**config.mk**
```make
export PLATFORM = sky130hd
export DESIGN_NAME = mw_eeprom_master
export DESIGN_NICKNAME = d
export VERILOG_FILES = /design/src/rtl/mw_eeprom_master.sv
export SDC_FILE = /design/constraint.sdc
export NUM_CORES = 1
export LEC_CHECK = 0
export CAP_MARGIN = 30
export CELL_PAD_IN_SITES_DETAIL_PLACEMENT = 1
export CELL_PAD_IN_SITES_GLOBAL_PLACEMENT = 2
export CORE_MARGIN = 2
export CORE_UTILIZATION = 40
export DETAILED_ROUTE_END_ITERATION = 6
export DONT_BUFFER_PORTS = 1
export GPL_TIMING_DRIVEN = 0
export PLACE_DENSITY = 0.83
export SETUP_SLACK_MARGIN = 0.5
export SLEW_MARGIN = 10
export SYNTH_ARGS = -nofsm -noshare
export SYNTH_HDL_FRONTEND = slang
export SYNTH_SLANG_ARGS = --single-unit
```
**constraint.sdc**
```tcl
create_clock -name clk -period 3 [get_ports clk]
set_input_delay 0.3 -clock clk [delete_from_list [all_inputs] [get_ports clk]]
set_output_delay 0.3 -clock clk [all_outputs]
set_load 0.03 [all_outputs]
```
**src/rtl/mw_eeprom_master.sv**
```systemverilog
module mw_eeprom_master #(
  parameter int AW       = 6,
  parameter int SK_HI    = 75,
  parameter int SK_LO    = 25,
  parameter int POLL_MAX = 2000
) (
  input  logic          clk,
  input  logic          rst_n,
  input  logic          req_valid,
  output logic          req_ready,
  input  logic          req_write,
  input  logic [AW-1:0] req_addr,
  input  logic [AW:0]   req_count,
  input  logic [15:0]   wr_data,
  output logic          wr_take,
  output logic [15:0]   rd_data,
  output logic          rd_valid,
  output logic          done,
  output logic          err,
  output logic          cs,
  output logic          sk,
  output logic          di,
  input  logic          so
);
  localparam int FW = AW + 19;
  localparam int BW = $clog2(FW + 1);
  localparam int TW = $clog2((SK_HI > SK_LO ? SK_HI : SK_LO) + 1);
  localparam int PW = $clog2(POLL_MAX + 1);
  localparam logic [FW-1:0] EN_FRAME  = {5'b10011, {(AW-2){1'b0}}, 16'h0000};
  localparam logic [FW-1:0] DIS_FRAME = {1'b1, {(FW-1){1'b0}}};

  typedef enum logic [2:0] {P_IDLE, P_SEL, P_SHIFT, P_READ, P_WLOW, P_POLL, P_DESEL} phase_t;
  typedef enum logic [1:0] {S_EN, S_WORD, S_DIS} stage_t;

  phase_t        ph;
  stage_t        stg;
  logic          is_wr, rdy, abort;
  logic [AW-1:0] addr;
  logic [AW:0]   left;
  logic [FW-1:0] sh;
  logic [BW-1:0] bcnt;
  logic [15:0]   rsh;
  logic [PW-1:0] pcnt;
  logic [TW-1:0] tcnt;

  wire rise     = (ph != P_IDLE) && !sk && (tcnt == TW'(SK_LO - 1));
  wire slot_end = (ph != P_IDLE) && sk && (tcnt == TW'(SK_HI - 1));

  wire                wr_sel = (ph == P_IDLE) ? req_write : is_wr;
  wire [AW-1:0]       a_sel  = (ph == P_IDLE) ? req_addr : addr;
  wire [FW-1:0]       wframe = wr_sel ? {3'b101, a_sel, wr_data} : {3'b110, a_sel, 16'h0000};
  wire [BW-1:0]       wbits  = wr_sel ? BW'(FW) : BW'(AW + 3);

  assign req_ready = (ph == P_IDLE);

  always_ff @(posedge clk or negedge rst_n) begin
    if (!rst_n) begin
      sk <= 1'b0;
      tcnt <= '0;
    end else if (ph == P_IDLE) begin
      sk <= 1'b0;
      tcnt <= '0;
    end else if (rise) begin
      sk <= 1'b1;
      tcnt <= '0;
    end else if (slot_end) begin
      sk <= 1'b0;
      tcnt <= '0;
    end else begin
      tcnt <= tcnt + 1'b1;
    end
  end

  always_ff @(posedge clk or negedge rst_n) begin
    if (!rst_n) begin
      ph <= P_IDLE; stg <= S_EN; is_wr <= 1'b0; rdy <= 1'b0; abort <= 1'b0;
      addr <= '0; left <= '0; sh <= '0; bcnt <= '0; rsh <= '0; pcnt <= '0;
      cs <= 1'b0; di <= 1'b0; done <= 1'b0; err <= 1'b0;
      rd_data <= '0; rd_valid <= 1'b0; wr_take <= 1'b0;
    end else begin
      done <= 1'b0;
      rd_valid <= 1'b0;
      wr_take <= 1'b0;
      case (ph)
        P_IDLE: if (req_valid) begin
          is_wr <= req_write;
          err <= 1'b0;
          abort <= 1'b0;
          if (req_count == '0) begin
            done <= 1'b1;
          end else begin
            left <= req_count;
            cs <= 1'b1;
            di <= 1'b0;
            ph <= P_SEL;
            if (req_write) begin
              stg <= S_EN; sh <= EN_FRAME; bcnt <= BW'(AW + 3); addr <= req_addr;
            end else begin
              stg <= S_WORD; sh <= wframe; bcnt <= wbits; addr <= req_addr + 1'b1;
            end
          end
        end
        P_SEL: if (slot_end) begin
          ph <= P_SHIFT;
          di <= sh[FW-1];
          sh <= sh << 1;
        end
        P_SHIFT: if (slot_end) begin
          if (bcnt == BW'(1)) begin
            di <= 1'b0;
            if (stg != S_WORD) begin
              ph <= P_DESEL; cs <= 1'b0;
            end else if (is_wr) begin
              ph <= P_WLOW; cs <= 1'b0;
            end else begin
              ph <= P_READ; bcnt <= BW'(17);
            end
          end else begin
            di <= sh[FW-1];
            sh <= sh << 1;
            bcnt <= bcnt - 1'b1;
          end
        end
        P_READ: begin
          if (rise) rsh <= {rsh[14:0], so};
          if (slot_end) begin
            if (bcnt == BW'(1)) begin
              rd_data <= rsh; rd_valid <= 1'b1; ph <= P_DESEL; cs <= 1'b0;
            end else begin
              bcnt <= bcnt - 1'b1;
            end
          end
        end
        P_WLOW: if (slot_end) begin
          ph <= P_POLL; cs <= 1'b1; pcnt <= '0; rdy <= 1'b0;
        end
        P_POLL: begin
          if (rise) rdy <= so;
          if (slot_end) begin
            if (rdy) begin
              ph <= P_DESEL; cs <= 1'b0;
            end else if (pcnt == PW'(POLL_MAX - 1)) begin
              err <= 1'b1; abort <= 1'b1; ph <= P_DESEL; cs <= 1'b0;
            end else begin
              pcnt <= pcnt + 1'b1;
            end
          end
        end
        P_DESEL: if (slot_end) begin
          if (stg == S_DIS || (stg == S_WORD && !is_wr && (abort || left == (AW+1)'(1)))) begin
            done <= 1'b1;
            ph <= P_IDLE;
          end else if (stg == S_WORD && (abort || left == (AW+1)'(1))) begin
            stg <= S_DIS; sh <= DIS_FRAME; bcnt <= BW'(AW + 3); cs <= 1'b1; ph <= P_SEL;
          end else begin
            if (stg == S_WORD) left <= left - 1'b1;
            stg <= S_WORD;
            sh <= wframe;
            bcnt <= wbits;
            addr <= a_sel + 1'b1;
            cs <= 1'b1;
            ph <= P_SEL;
            wr_take <= is_wr;
          end
        end
        default: ph <= P_IDLE;
      endcase
    end
  end
endmodule

```
Word-level counts from Yosys, hierarchy flattened
Index checks and enable logic that the tools add are counted.
{"block": "totals", "wordCells": 213, "reg_bits": 107, "inputBits": 34, "output_inout_bits": 24}
{"block": "op_classes", "n_mux": 115, "n_addsub": 6, "n_reduce_logical": 36, "eq_ne": 37}
{"operator": "25-bit 2-to-1 mux", "count": 7}
{"operator": "25-bit case mux with 4 select lines", "count": 1}
{"operator": "24-bit 2-to-1 mux", "count": 3}
{"operator": "5-bit 2-to-1 mux", "count": 13}
{"operator": "7-bit 2-to-1 mux", "count": 9}
{"operator": "11-bit 2-to-1 mux", "count": 4}
{"operator": "3-bit 2-to-1 mux", "count": 14}
{"operator": "6-bit 2-to-1 mux", "count": 7}
{"operator": "1-bit 2-to-1 mux", "count": 41}
{"operator": "2-bit inequality test, second input constant", "count": 19}
{"operator": "11-bit case mux with 2 select lines", "count": 1}
{"operator": "3-bit case mux with 7 select lines", "count": 1}
{"operator": "5-bit case mux with 4 select lines", "count": 1}
{"operator": "5-bit AND reduction", "count": 4}
{"operator": "7-bit case mux with 2 select lines", "count": 1}
{"operator": "13-bit AND reduction", "count": 1}
{"operator": "6-bit by 1-bit adder with 6-bit output, second input constant", "count": 2}
{"operator": "3-bit inequality test, second input constant", "count": 4}
{"operator": "6-bit case mux with 2 select lines", "count": 1}
{"operator": "11-bit by 1-bit adder with 11-bit output, second input constant", "count": 1}
{"operator": "11-bit == test, second input constant", "count": 1}
{"operator": "11-bit AND reduction", "count": 1}
{"operator": "2-bit 2-to-1 mux", "count": 5}
{"operator": "10-bit AND reduction", "count": 1}
{"operator": "31 further kinds", "count": 51}

Logic depth before layout (Yosys ltp)
Gate-level depths: netlist (run 1).
{"block": "logic_depth", "word_depth": 7, "depth_mapped": 10, "depth_no_buf": 8}

Least setup slack after synthesis (run 1)
OpenSTA, ideal clock, no wires.
{"block": "synth_path", "path_kind": "register to register", "from": "reg bcnt[1]", "to": "reg sh[13]", "path_stages_with_launch": 9, "setup_ns": 0.125, "path_slack_ns": 0.769, "required_ns": 2.875, "path_buffers": 1, "arrival_ns": 2.106, "period_less_slack_ns": 2.231, "path_cell_list": "dfrtp_1 > inv_1 > ha_1 > or4b_2 > nor2_1 > nand2_1 > nand4_2 > buf_4 > mux2_2"}
{"block": "synth_via", "elab_chain_len": 3}
{"item": "start, declared", "line_no": "41", "text": "logic [BW-1:0] bcnt;"}
{"item": "start signal, assigned", "line_no": "121", "text": "bcnt <= bcnt - 1'b1;"}
{"item": "start signal, assigned", "line_no": "130", "text": "bcnt <= bcnt - 1'b1;"}
{"item": "start signal, assigned", "line_no": "159", "text": "bcnt <= wbits;"}
{"item": "5-bit by 1-bit == test with 1-bit output", "line_no": "109", "text": "if (bcnt == BW'(1)) begin"}
{"item": "2-bit inequality test (no source line)"}
{"item": "8-bit AND reduction (no source line)"}
{"item": "end signal, assigned", "line_no": "106", "text": "sh <= sh << 1;"}
{"item": "end signal, assigned", "line_no": "120", "text": "sh <= sh << 1;"}
{"item": "end signal, assigned", "line_no": "158", "text": "sh <= wframe;"}
{"item": "end, declared", "line_no": "40", "text": "logic [FW-1:0] sh;"}
Every way passes these cells.
A chain may end at the register's enable or synchronous reset.

Final worst setup path (run 1)
{"block": "layout_path", "from": "reg bcnt[1]", "to": "reg sh[21]"}
The elaborated chain is that of the path after synthesis.

==> flow_metrics.tcl, run 1 <==
set metrics [dict create \
    fin_skew_ps 7.44 \
    dieArea_um2 15600 \
    synth_area_leaders "dfrtp_1 46%, nand2_1 6.5%, mux2_2 5.4%" \
    ios 58 \
    fmaxAchievable_mhz 411 \
    wl_mm 15.3 \
    dr.pass1.iters 4 \
    synth-edff-count 0 \
    drive_gt1_share_pct 12.6 \
    r2r-end "sh[21]" \
    synth_seq_cells 107 \
    arrival_ps 2680 \
    htree_levels 3 \
    grt_first_pass_wirelength_mm 25.8 \
    path_class "reg -> reg" \
    syn2layout_area_growth_pct 11.6 \
    antenna_cells 0 \
    rsz0062_at_grt "true" \
    synth_top_area_share_pct 45.8 \
    wl_per_cell_um 18.0 \
    reg2reg_from "bcnt[1]" \
    die_h_um 125 \
    cts_tree "built" \
    clock_sink_count 107 \
    ys_seq_area_share_pct 45.8 \
    power_density_nw_per_um2 417 \
    worst_setup_path_start_kind "register" \
    r2r_cells 8 \
    period_share_pct 81.1 \
    die_w_um 125 \
    hpwl_mm 10.7 \
    async_flop_share_pct 100 \
    core_um2 14400 \
    maxCapViolations 0 \
    yosysTopAreaCell "dfrtp_1" \
    status "finished with violations" \
    tightest_slew_ps 693 \
    grt_max_degree 108 \
    synth_cell_types 62 \
    rrSetupSlack_ps 570 \
    row_count 44 \
    cts_made_buffers 9 \
    synth_area_per_cell_um2 9.07 \
    worst-path-max-fanout 10 \
    finalSetupViolations 0 \
    finalCriticalPeriod_ps 2430 \
    synth_nets 689 \
    ant_nets 0 \
    drt_iter0_markers 184 \
    mostFrequentLayoutCell "dfrtp_1" \
    io_buffers 0 \
    hold_violations 107 \
    crit_path_end_kind "register" \
    final_cell_mix "107 x dfrtp_1, 101 x nand2_1, 48 x o21ai_0" \
    yosys_warnings 0 \
    critPathRequiredTime_ps 3250 \
    path_clk_slew_ps 80 \
    grt_pass1_vias 4898 \
    vias 4731 \
    grtUsageTotal_pct 20.3 \
    routed_via_density 5.56 \
    ir_worst_vdd_mv 0.309 \
    cts-root-buf "clkbuf_16" \
    drcViolationCount 0 \
    max_slew_margin_pct 53.5 \
    layout.nets 706 \
    violations "hold timing" \
    synthFlopType "dfrtp_1" \
    syn_area_um2 5850 \
    clock_path_buffers 2 \
    whs_ps -369 \
    start_util_pct 40.6 \
    grt_overflow_total 0 \
    leakagePower_nw 3.09 \
    synth_cells 645 \
    setup_tns_ps 0 \
    routabilityCongestion 0.858 \
    antenna_found_initial 0 \
    holdCritPathClass "in -> async" \
    drv_slew 0 \
    clock_latency_ps 360 \
]
## registers in the layout (all words and copies together), names as in the netlist, 2 cells and up
signal   cells
addr         6
bcnt         5
left         7
pcnt        11
ph           3
rd_data     16
rsh         16
sh          25
stg          2
tcnt         7
## critical path, stage by stage (launching register included)
cell and delay [ps]:
dfrtp_1 380, inv_1 110, ha_1 210, or4b_2 650, nor2_1 160, nand2_1 110
nand4_4 180, buf_6 180, mux2_2 340
## what timing repair did
action | 4_1_cts | 5_1_grt
endpoints found under the setup margin | 30 | 54
resized for setup | 6 | 23
endpoints found under the hold margin | 107 | 107
cloned | 0 | 0
setup buffers | 0 | 6
pin swaps | 0 | 1
## metrics by stage
step	util, %	cell area, um^2	power (mW)	setup slack (ps)	cells
2_1_floorplan	-	5850	1.51	769	645
3_3_place_gp	42.2	6080	1.53	364	829
3_5_place_dp	42.2	6080	1.53	294	829
4_1_cts	44.5	6420	2.77	491	845
5_1_grt	45.3	6530	2.83	428	851
6_report	45.3	6530	2.73	566	851
## final cells by class
class	instances	area [um^2]
Clock inverter	6	65.1
Inverter	34	129
Fill cell	1705	7890
Timing Repair Buffer	6	45.0
Buffer	32	153
Clock buffer	10	239
Sequential cell	107	2680
Tap cell	184	230
Multi-Input combinational cell	472	2990
## power breakdown
group          internal [mW]  switching, mW
Clock                  0.615          0.610
Sequential              1.44        0.00218
Combinational         0.0231         0.0336
## logic make-up (layout without fill, tap and decap cells)
kind of cell               Yosys count  count (layout)  share of synthesized area, %
adders and majority gates           10              10                          2.14
muxes                               50              50                          9.15
xor gates and xnor gates            18              18                          2.69
DFF                                107             107                          45.8
buffers and inverters               66              88                          4.51
and+or+nand+nor                    257             257                          21.6
AOI/OAI and AO/OA                  137             137                          14.1
## cell usage after synthesis, types with 2 or more instances
cell,count
dfrtp_1,107
o21ai_0,49
nor4b_1,3
buf_4,2
o31ai_1,3
inv_1,32
o2111ai_1,2
o22ai_1,6
nor2b_1,3
nand3_1,32
nand4_2,2
a21boi_0,5
nand4_1,11
o21ai_1,2
xnor2_1,11
o211ai_1,3
nor2_1,45
mux2i_1,22
or4b_2,2
nand3b_1,3
buf_1,2
xor2_1,7
a22o_1,5
ha_1,10
a211o_1,2
and2_1,14
a21oi_1,42
buf_2,6
nand2b_1,7
o21a_1,2
nor4_1,3
clkbuf_1,21
and3_1,6
nor3_1,7
a21o_1,2
nand2_1,101
a2bb2oi_1,4
mux2_2,28
or3_1,7
nand4b_1,2
## worst max path at each step
stage,depth (start not counted),startpoint,endpoint
detailed placement,7,req_write,sh[8]
global placement,7,bcnt[1],cs
CTS,8,bcnt[1],sh[8]
global route,8,left[0],sh[8]
floorplan,8,bcnt[1],sh[13]
finish,8,bcnt[1],sh[21]
## per-layer routing
| layer | track usage, % | wire length [um] | vias to the layer above |
|---|---|---|---|
| met2 | 33.5 | 7500 | 59 |
| li1 | - | - | 2275 |
| met3 | 3.47 | 458 | 16 |
| met5 | 0 | 0 | - |
| met1 | 27.2 | 7130 | 2381 |
| met4 | 6.80 | 221 | 0 |
Power figures use the tool's default switching activity.
==> run 2: changes to the inputs <==
--- a/config.mk
+++ b/config.mk
@@ -9,11 +9,11 @@
 export CELL_PAD_IN_SITES_DETAIL_PLACEMENT = 1
 export CELL_PAD_IN_SITES_GLOBAL_PLACEMENT = 2
 export CORE_MARGIN = 2
-export CORE_UTILIZATION = 40
+export CORE_UTILIZATION = 36
 export DETAILED_ROUTE_END_ITERATION = 6
 export DONT_BUFFER_PORTS = 1
 export GPL_TIMING_DRIVEN = 0
-export PLACE_DENSITY = 0.83
+export PLACE_DENSITY = 0.79
 export SETUP_SLACK_MARGIN = 0.5
 export SLEW_MARGIN = 10
 export SYNTH_ARGS = -nofsm -noshare
==> constraint.sdc (replaced) <==
create_clock -name clk -period 2 [get_ports clk]
set_input_delay 0.2 -clock clk [delete_from_list [all_inputs] [get_ports clk]]
set_output_delay 0.2 -clock clk [all_outputs]
set_load 0.03 [all_outputs]
==> run 2 against run 1 <==
The run ends with hold timing, setup timing left. Total power up 49%. Clock-buffer cell count down 1. Sequential share of layout area down 8.7 points. Critical path type unchanged. Critical endpoint unchanged. Largest power group unchanged.
==> flow_metrics.tcl, run 2 (synthesis gave the netlist of run 1 again) <==
set metrics [dict create \
    status "finished with violations" \
    violations "hold timing, setup timing" \
    reg.largest.list "sh x25, rd_data x16, rsh x16" \
    place_ws_ps -527 \
    die_w_um 131 \
    htree_levels 3 \
    layout.nets 783 \
    fillerInstances 1760 \
    grt_first_pass_wirelength_mm 29.2 \
    syn2layout_area_growth_pct 41.9 \
    antenna_cells 0 \
    leakagePower_nw 3.81 \
    setup_slack_ps -226 \
    swShare_pct 24.1 \
    clock_sink_count 107 \
    power_density_nw_per_um2 490 \
    arrival_ps 2480 \
    path_class "reg -> reg" \
    hold_violations 107 \
    grtUsageTotal_pct 20.9 \
    largest_reg_flops 25 \
    reg2reg_from "tcnt[0]" \
    die_h_um 131 \
    routed_via_density 5.41 \
    dieArea_um2 17300 \
    final_cell_mix "104 x dfrtp_1, 76 x nand2_1, 46 x buf_4" \
    worst_setup_path_start_kind "register" \
    row_count 46 \
    cts_hold_buf 3 \
    cts_tree "built" \
    fmaxAchievable_mhz 449 \
    period_share_pct 111 \
    hpwl_mm 11.4 \
    fin_skew_ps 8.17 \
    fin_total_pwr_mw 4.07 \
    cp_num_buf_inv 2 \
    drt_iter0_markers 192 \
    max_slew_margin_pct 54.0 \
    dr.pass1.iters 4 \
    io_buffers 0 \
    wl_mm 18.2 \
    cts_made_buffers 9 \
    multi_input_area_um2 3740 \
    drive_gt1_share_pct 37.0 \
    routabilityCongestion 0.791 \
    ir_worst_vdd_mv 0.321 \
    worst-path-max-fanout 8 \
    start_util_pct 36.8 \
    seq_power_share_pct 53.2 \
    cpPeakStageDelay_ps 420 \
    crit_path_end_kind "register" \
    largest_register "sh" \
    cts-root-buf "clkbuf_16" \
    critPathRequiredTime_ps 2250 \
    grt_overflow_total 0 \
    rsz0062_at_grt "true" \
    power_frac_comb_pct 2.6 \
    clock_latency_ps 370 \
    clkPwrFrac_pct 44.2 \
    ios 58 \
    p_switching_uw 982 \
    holdCritPathClass "in -> async" \
    slowest_stage "dfrtp_1" \
    drcViolationCount 0 \
    antenna_found_initial 0 \
    cp-startpoint "tcnt[0]" \
    grt_max_degree 108 \
    seqCellArea_um2 2680 \
    finish.utilization_pct 52.3 \
    setup_tns_ps -6870 \
    finalSetupViolations 64 \
    wl_per_cell_um 19.0 \
    maxCapViolations 0 \
    grt_pass1_vias 5530 \
    tightest_slew_ps 684 \
    clock_path_buffers 2 \
    power.internal_mw 3.09 \
    core_um2 15900 \
    finalCriticalPeriod_ps 2230 \
    cp_top_family "simple AND/OR/NAND/NOR gates" \
    vias 5198 \
    worstPathCellList "inv_2, ha_2, and4b_2, and3_4, nor2_4, o21ai_4, nand4_4, buf_12, mux2_4" \
    whs_ps -476 \
    drv_slew 0 \
    ant_nets 0 \
    mostFrequentLayoutCell "dfrtp_1" \
    path_clk_slew_ps 80 \
]
==> run 2: metal layers <==
layer / global-route usage (%) / routed length (um) / up-vias
met1: 25.4 / 7780 / 2657
met3: 2.97 / 417 / 27
met2: 37.7 / 9660 / 71
met5: 0 / 0 / -
li1: - / - / 2443
met4: 6.88 / 383 / 0
==> run 2: path summary, 6_finish.rpt <==
check | end | slack [ps] | cells past startpoint
setup reg to reg | sh[21] | -230 | 9
hold reg to reg | sh[14] | 510 | 1
hold / removal | pcnt[10] | -480 | 0
setup / recovery | sh[21] | -230 | 9
max in group asynchronous | sk | 2340 | 0
min in group clk | left[1] | 40 | 2
==> run 2: power groups by stage <==
stage               logic, mW  registers [mW]  clock network [mW]
finish                  0.106            2.17                1.80
global route            0.117            2.17                1.95
CTS                    0.0995            2.17                1.85
detailed placement     0.0859            2.21                   0
global placement       0.0840            2.21                   0
floorplan              0.0643            2.21                   0
==> run 2: worst reg2reg max path, delay by kind of cell, from the launching register on <==
family | cells | cell delay [ps]
muxes | 1 | 300
DFF | 1 | 420
and+or+nand+nor | 4 | 800
adders and majority gates | 1 | 150
AOI/OAI and AO/OA | 1 | 160
buffers and inverters | 2 | 280
==> run 2: layout make-up <==
| class | count | area share (%) |
|---|---|---|
| Buffer | 32 | 4.11 |
| Clock buffer | 9 | 2.71 |
| Clock inverter | 7 | 0.829 |
| Inverter | 34 | 1.93 |
| Multi-Input combinational cell | 472 | 45.0 |
| Sequential cell | 107 | 32.3 |
| Tap cell | 216 | 3.25 |
| Timing Repair Buffer | 81 | 9.55 |
| Timing Repair inverter | 2 | 0.301 |
==> run 2: timing repair <==
| action | CTS | global route |
|---|---|---|
| setup endpoints to repair | 108 | 108 |
| endpoints found under the hold margin | 110 | 107 |
| setup buffers | 63 | 12 |
| pin swaps | 33 | 25 |
| resized for setup | 131 | 61 |
| cloned | 5 | 0 |
==> run 2: stage by stage <==
| stage | std cells | cell area (um^2) | hold WS (ps) |
|---|---|---|---|
| after floorplan | 645 | 6340 | -95.6 |
| after global placement | 861 | 6610 | -89.8 |
| after detailed placement | 861 | 6610 | -89.7 |
| after CTS | 948 | 7980 | -488 |
| after global routing | 960 | 8310 | -495 |
| final | 960 | 8310 | -476 |
==> run 3: changes to the inputs <==
--- a/config.mk
+++ b/config.mk
@@ -5,11 +5,12 @@
 export SDC_FILE = /design/constraint.sdc
 export NUM_CORES = 1
 export LEC_CHECK = 0
+export ABC_AREA = 1
 export CAP_MARGIN = 30
 export CELL_PAD_IN_SITES_DETAIL_PLACEMENT = 1
 export CELL_PAD_IN_SITES_GLOBAL_PLACEMENT = 2
 export CORE_MARGIN = 2
-export CORE_UTILIZATION = 36
+export CORE_UTILIZATION = 34
 export DETAILED_ROUTE_END_ITERATION = 6
 export DONT_BUFFER_PORTS = 1
 export GPL_TIMING_DRIVEN = 0
==> run 3 against run 2 <==
Critical endpoint is now sh[10]. Largest cell class unchanged. Routed wire length up 5.5%. Sequential share of layout area down 0.57 points. Synthesized area up 2.0%. Sequential power up 41%. Clock-buffer cell count unchanged. The run ends with hold timing left.
==> flow_metrics.tcl, run 3 <==
set metrics [dict create \
    max_slew_margin_pct 71.0 \
    cts_hold_buf 1 \
    ant_nets 0 \
    finalSetupViolations 0 \
    power_density_nw_per_um2 1460 \
    yosysTopAreaCell "dfrtp_1" \
    layout.nets 907 \
    worst_setup_path_start_kind "register" \
    final_cell_mix "162 x nand2_1, 105 x dfrtp_1, 62 x inv_1" \
    fin_total_pwr_mw 12.4 \
    dr.pass1.iters 4 \
    yosys_warnings 0 \
    fmaxAchievable_mhz 525 \
    dieArea_um2 18600 \
    antenna_found_initial 0 \
    routabilityCongestion 0.794 \
    multi_input_area_um2 3780 \
    start_util_pct 34.6 \
    crit_path_end_kind "register" \
    hold_violations 107 \
    synth_seq_cells 107 \
    drcViolationCount 0 \
    synth_area_per_cell_um2 7.74 \
    synth_top_area_share_pct 44.9 \
    seqCellArea_um2 2680 \
    synth_cell_types 48 \
    synth-edff-count 0 \
    status "finished with violations" \
    largest_register "sh" \
    worst-path-max-fanout 6 \
    ios 58 \
    critPathRequiredTime_ps 2250 \
    synth_area_leaders "dfrtp_1 45%, nand2_1 15%, inv_1 4.5%" \
    synth_cells 771 \
    grt_first_pass_wirelength_mm 27.8 \
    grt_max_degree 108 \
    grt_pass1_vias 5576 \
    synth_commonest_cells "236 x nand2_1, 107 x dfrtp_1, 71 x inv_1" \
    largest_reg_flops 25 \
    tightest_slew_ps 434 \
    whs_ps -474 \
    fin_area_um2 8450 \
    cts_made_buffers 9 \
    arrival_ps 2160 \
    ys_seq_area_share_pct 44.9 \
    htree_levels 3 \
    finalCriticalPeriod_ps 1900 \
    fin_skew_ps 10.3 \
    cts-root-buf "clkbuf_16" \
    syn2layout_area_growth_pct 41.6 \
    grt_overflow_total 0 \
    wl_mm 19.2 \
    period_share_pct 95.2 \
    grtUsageTotal_pct 18.8 \
    drt_iter0_markers 263 \
    wl_per_cell_um 17.6 \
    clock_path_buffers 2 \
    ir_worst_vdd_mv 0.613 \
    synth_most_common_cell "nand2_1" \
    path_class "reg -> reg" \
    fillerInstances 2002 \
    drive_gt1_share_pct 37.6 \
    reg.largest.list "sh x25, rd_data x16, rsh x16" \
    clock_sink_count 107 \
    holdCritPathClass "in -> async" \
    row_count 48 \
    async_flop_share_pct 100 \
    syn_area_um2 5970 \
    cts_tree "built" \
    violations "hold timing" \
    maxCapViolations 0 \
    mostFrequentLayoutCell "nand2_1" \
    rsz0062_at_grt "true" \
    synth_nets 815 \
    place_area_um2 6320 \
    hpwl_mm 11.4 \
    clock_latency_ps 370 \
    core_um2 17200 \
    path_clk_slew_ps 90 \
    die_w_um 136 \
    die_h_um 136 \
    io_buffers 0 \
    routed_via_density 5.12 \
    leakagePower_nw 3.79 \
    finish.utilization_pct 49.0 \
    synthFlopType "dfrtp_1" \
    antenna_cells 0 \
    drv_slew 0 \
    vias 5593 \
]
==> run 3: changes by cell type after synthesis, moves of 7 or more <==
cell,previous run,this run
a21boi_0,5,16
and2_1,14,0
clkbuf_1,21,5
nand2_1,101,236
nand2b_1,7,0
xnor2_1,11,4
mux2_2,28,1
o21ai_1,2,42
or3_1,7,0
nor2_1,45,65
a21oi_1,42,15
inv_1,32,71
mux2i_1,22,3
==> run 3: per-layer routing <==
layer | GRT usage [%] | vias to the layer above | share of wire, %
li1 | - | 2694 | -
met1 | 23.2 | 2811 | 43
met2 | 33.1 | 65 | 53
met3 | 3.22 | 23 | 2.4
met4 | 6.25 | 0 | 1.9
met5 | 0 | - | 0
==> run 3: kinds of logic after synthesis <==
group / share of synthesized area (%)
AOI/OAI and AO/OA: 13.8
xor gates and xnor gates: 1.91
adders and majority gates: 2.10
buffers and inverters: 7.53
DFF: 44.9
muxes: 0.692
and+or+nand+nor: 29.1
==> run 3: worst paths after layout <==
| path | cells past startpoint | from | slack, ps | to |
|---|---|---|---|---|
| min in group clk | 2 | wr_data[12] | 10 | sh[12] |
| setup reg to reg | 12 | ph[2] | 100 | sh[10] |
| max in group asynchronous | 0 | rst_n | 2280 | sh[16] |
| setup / recovery | 12 | ph[2] | 100 | sh[10] |
| hold / removal | 0 | rst_n | -470 | wr_take |
| hold reg to reg | 2 | rsh[15] | 490 | rd_data[15] |
==> run 3: through the flow <==
stage	setup WS [ps]	setup TNS, ps	cells
final	96.1	0	1093
after global placement	-15.5	-122	996
after global routing	18.7	0	1093
after detailed placement	-54.3	-537	996
after floorplan	312	0	771
after CTS	151	0	1032
==> run 3: report_power, final <==
part           total, mW  internal [mW]  switching, mW
Sequential          3.05           2.60          0.448
Combinational       7.30           3.10           4.20
Clock               2.01           1.03          0.980
==> run 3: area by class of cell <==
class | instances | area share (%)
clock buffers | 9 | 2.66
repair buffers | 78 | 9.56
well taps | 225 | 3.33
clock inverters | 7 | 1.24
inverters | 80 | 3.97
plain buffers | 22 | 2.75
flip-flops and latches | 107 | 31.7
multi-input cells | 565 | 44.8
==> run 3: worst max-delay path: stages (launching register included) <==
cell       delay [ps]
dfrtp_1           420
buf_8             160
inv_2              70
nand2_4            70
nor2_4            170
clkinv_4          100
nand2_4           120
nor2_4             70
nand2_4           100
nand2_8            80
clkbuf_16         160
a21boi_1          180
o21ai_1            90
==> run 3: what timing repair did <==
item / 4_1_cts / 5_1_grt
endpoints found under the setup margin: 107 / 107
setup buffers: 15 / 51
gates cloned: 4 / 10
pin swaps: 14 / 57
resized for setup: 66 / 249
hold endpoints to repair: 109 / 107
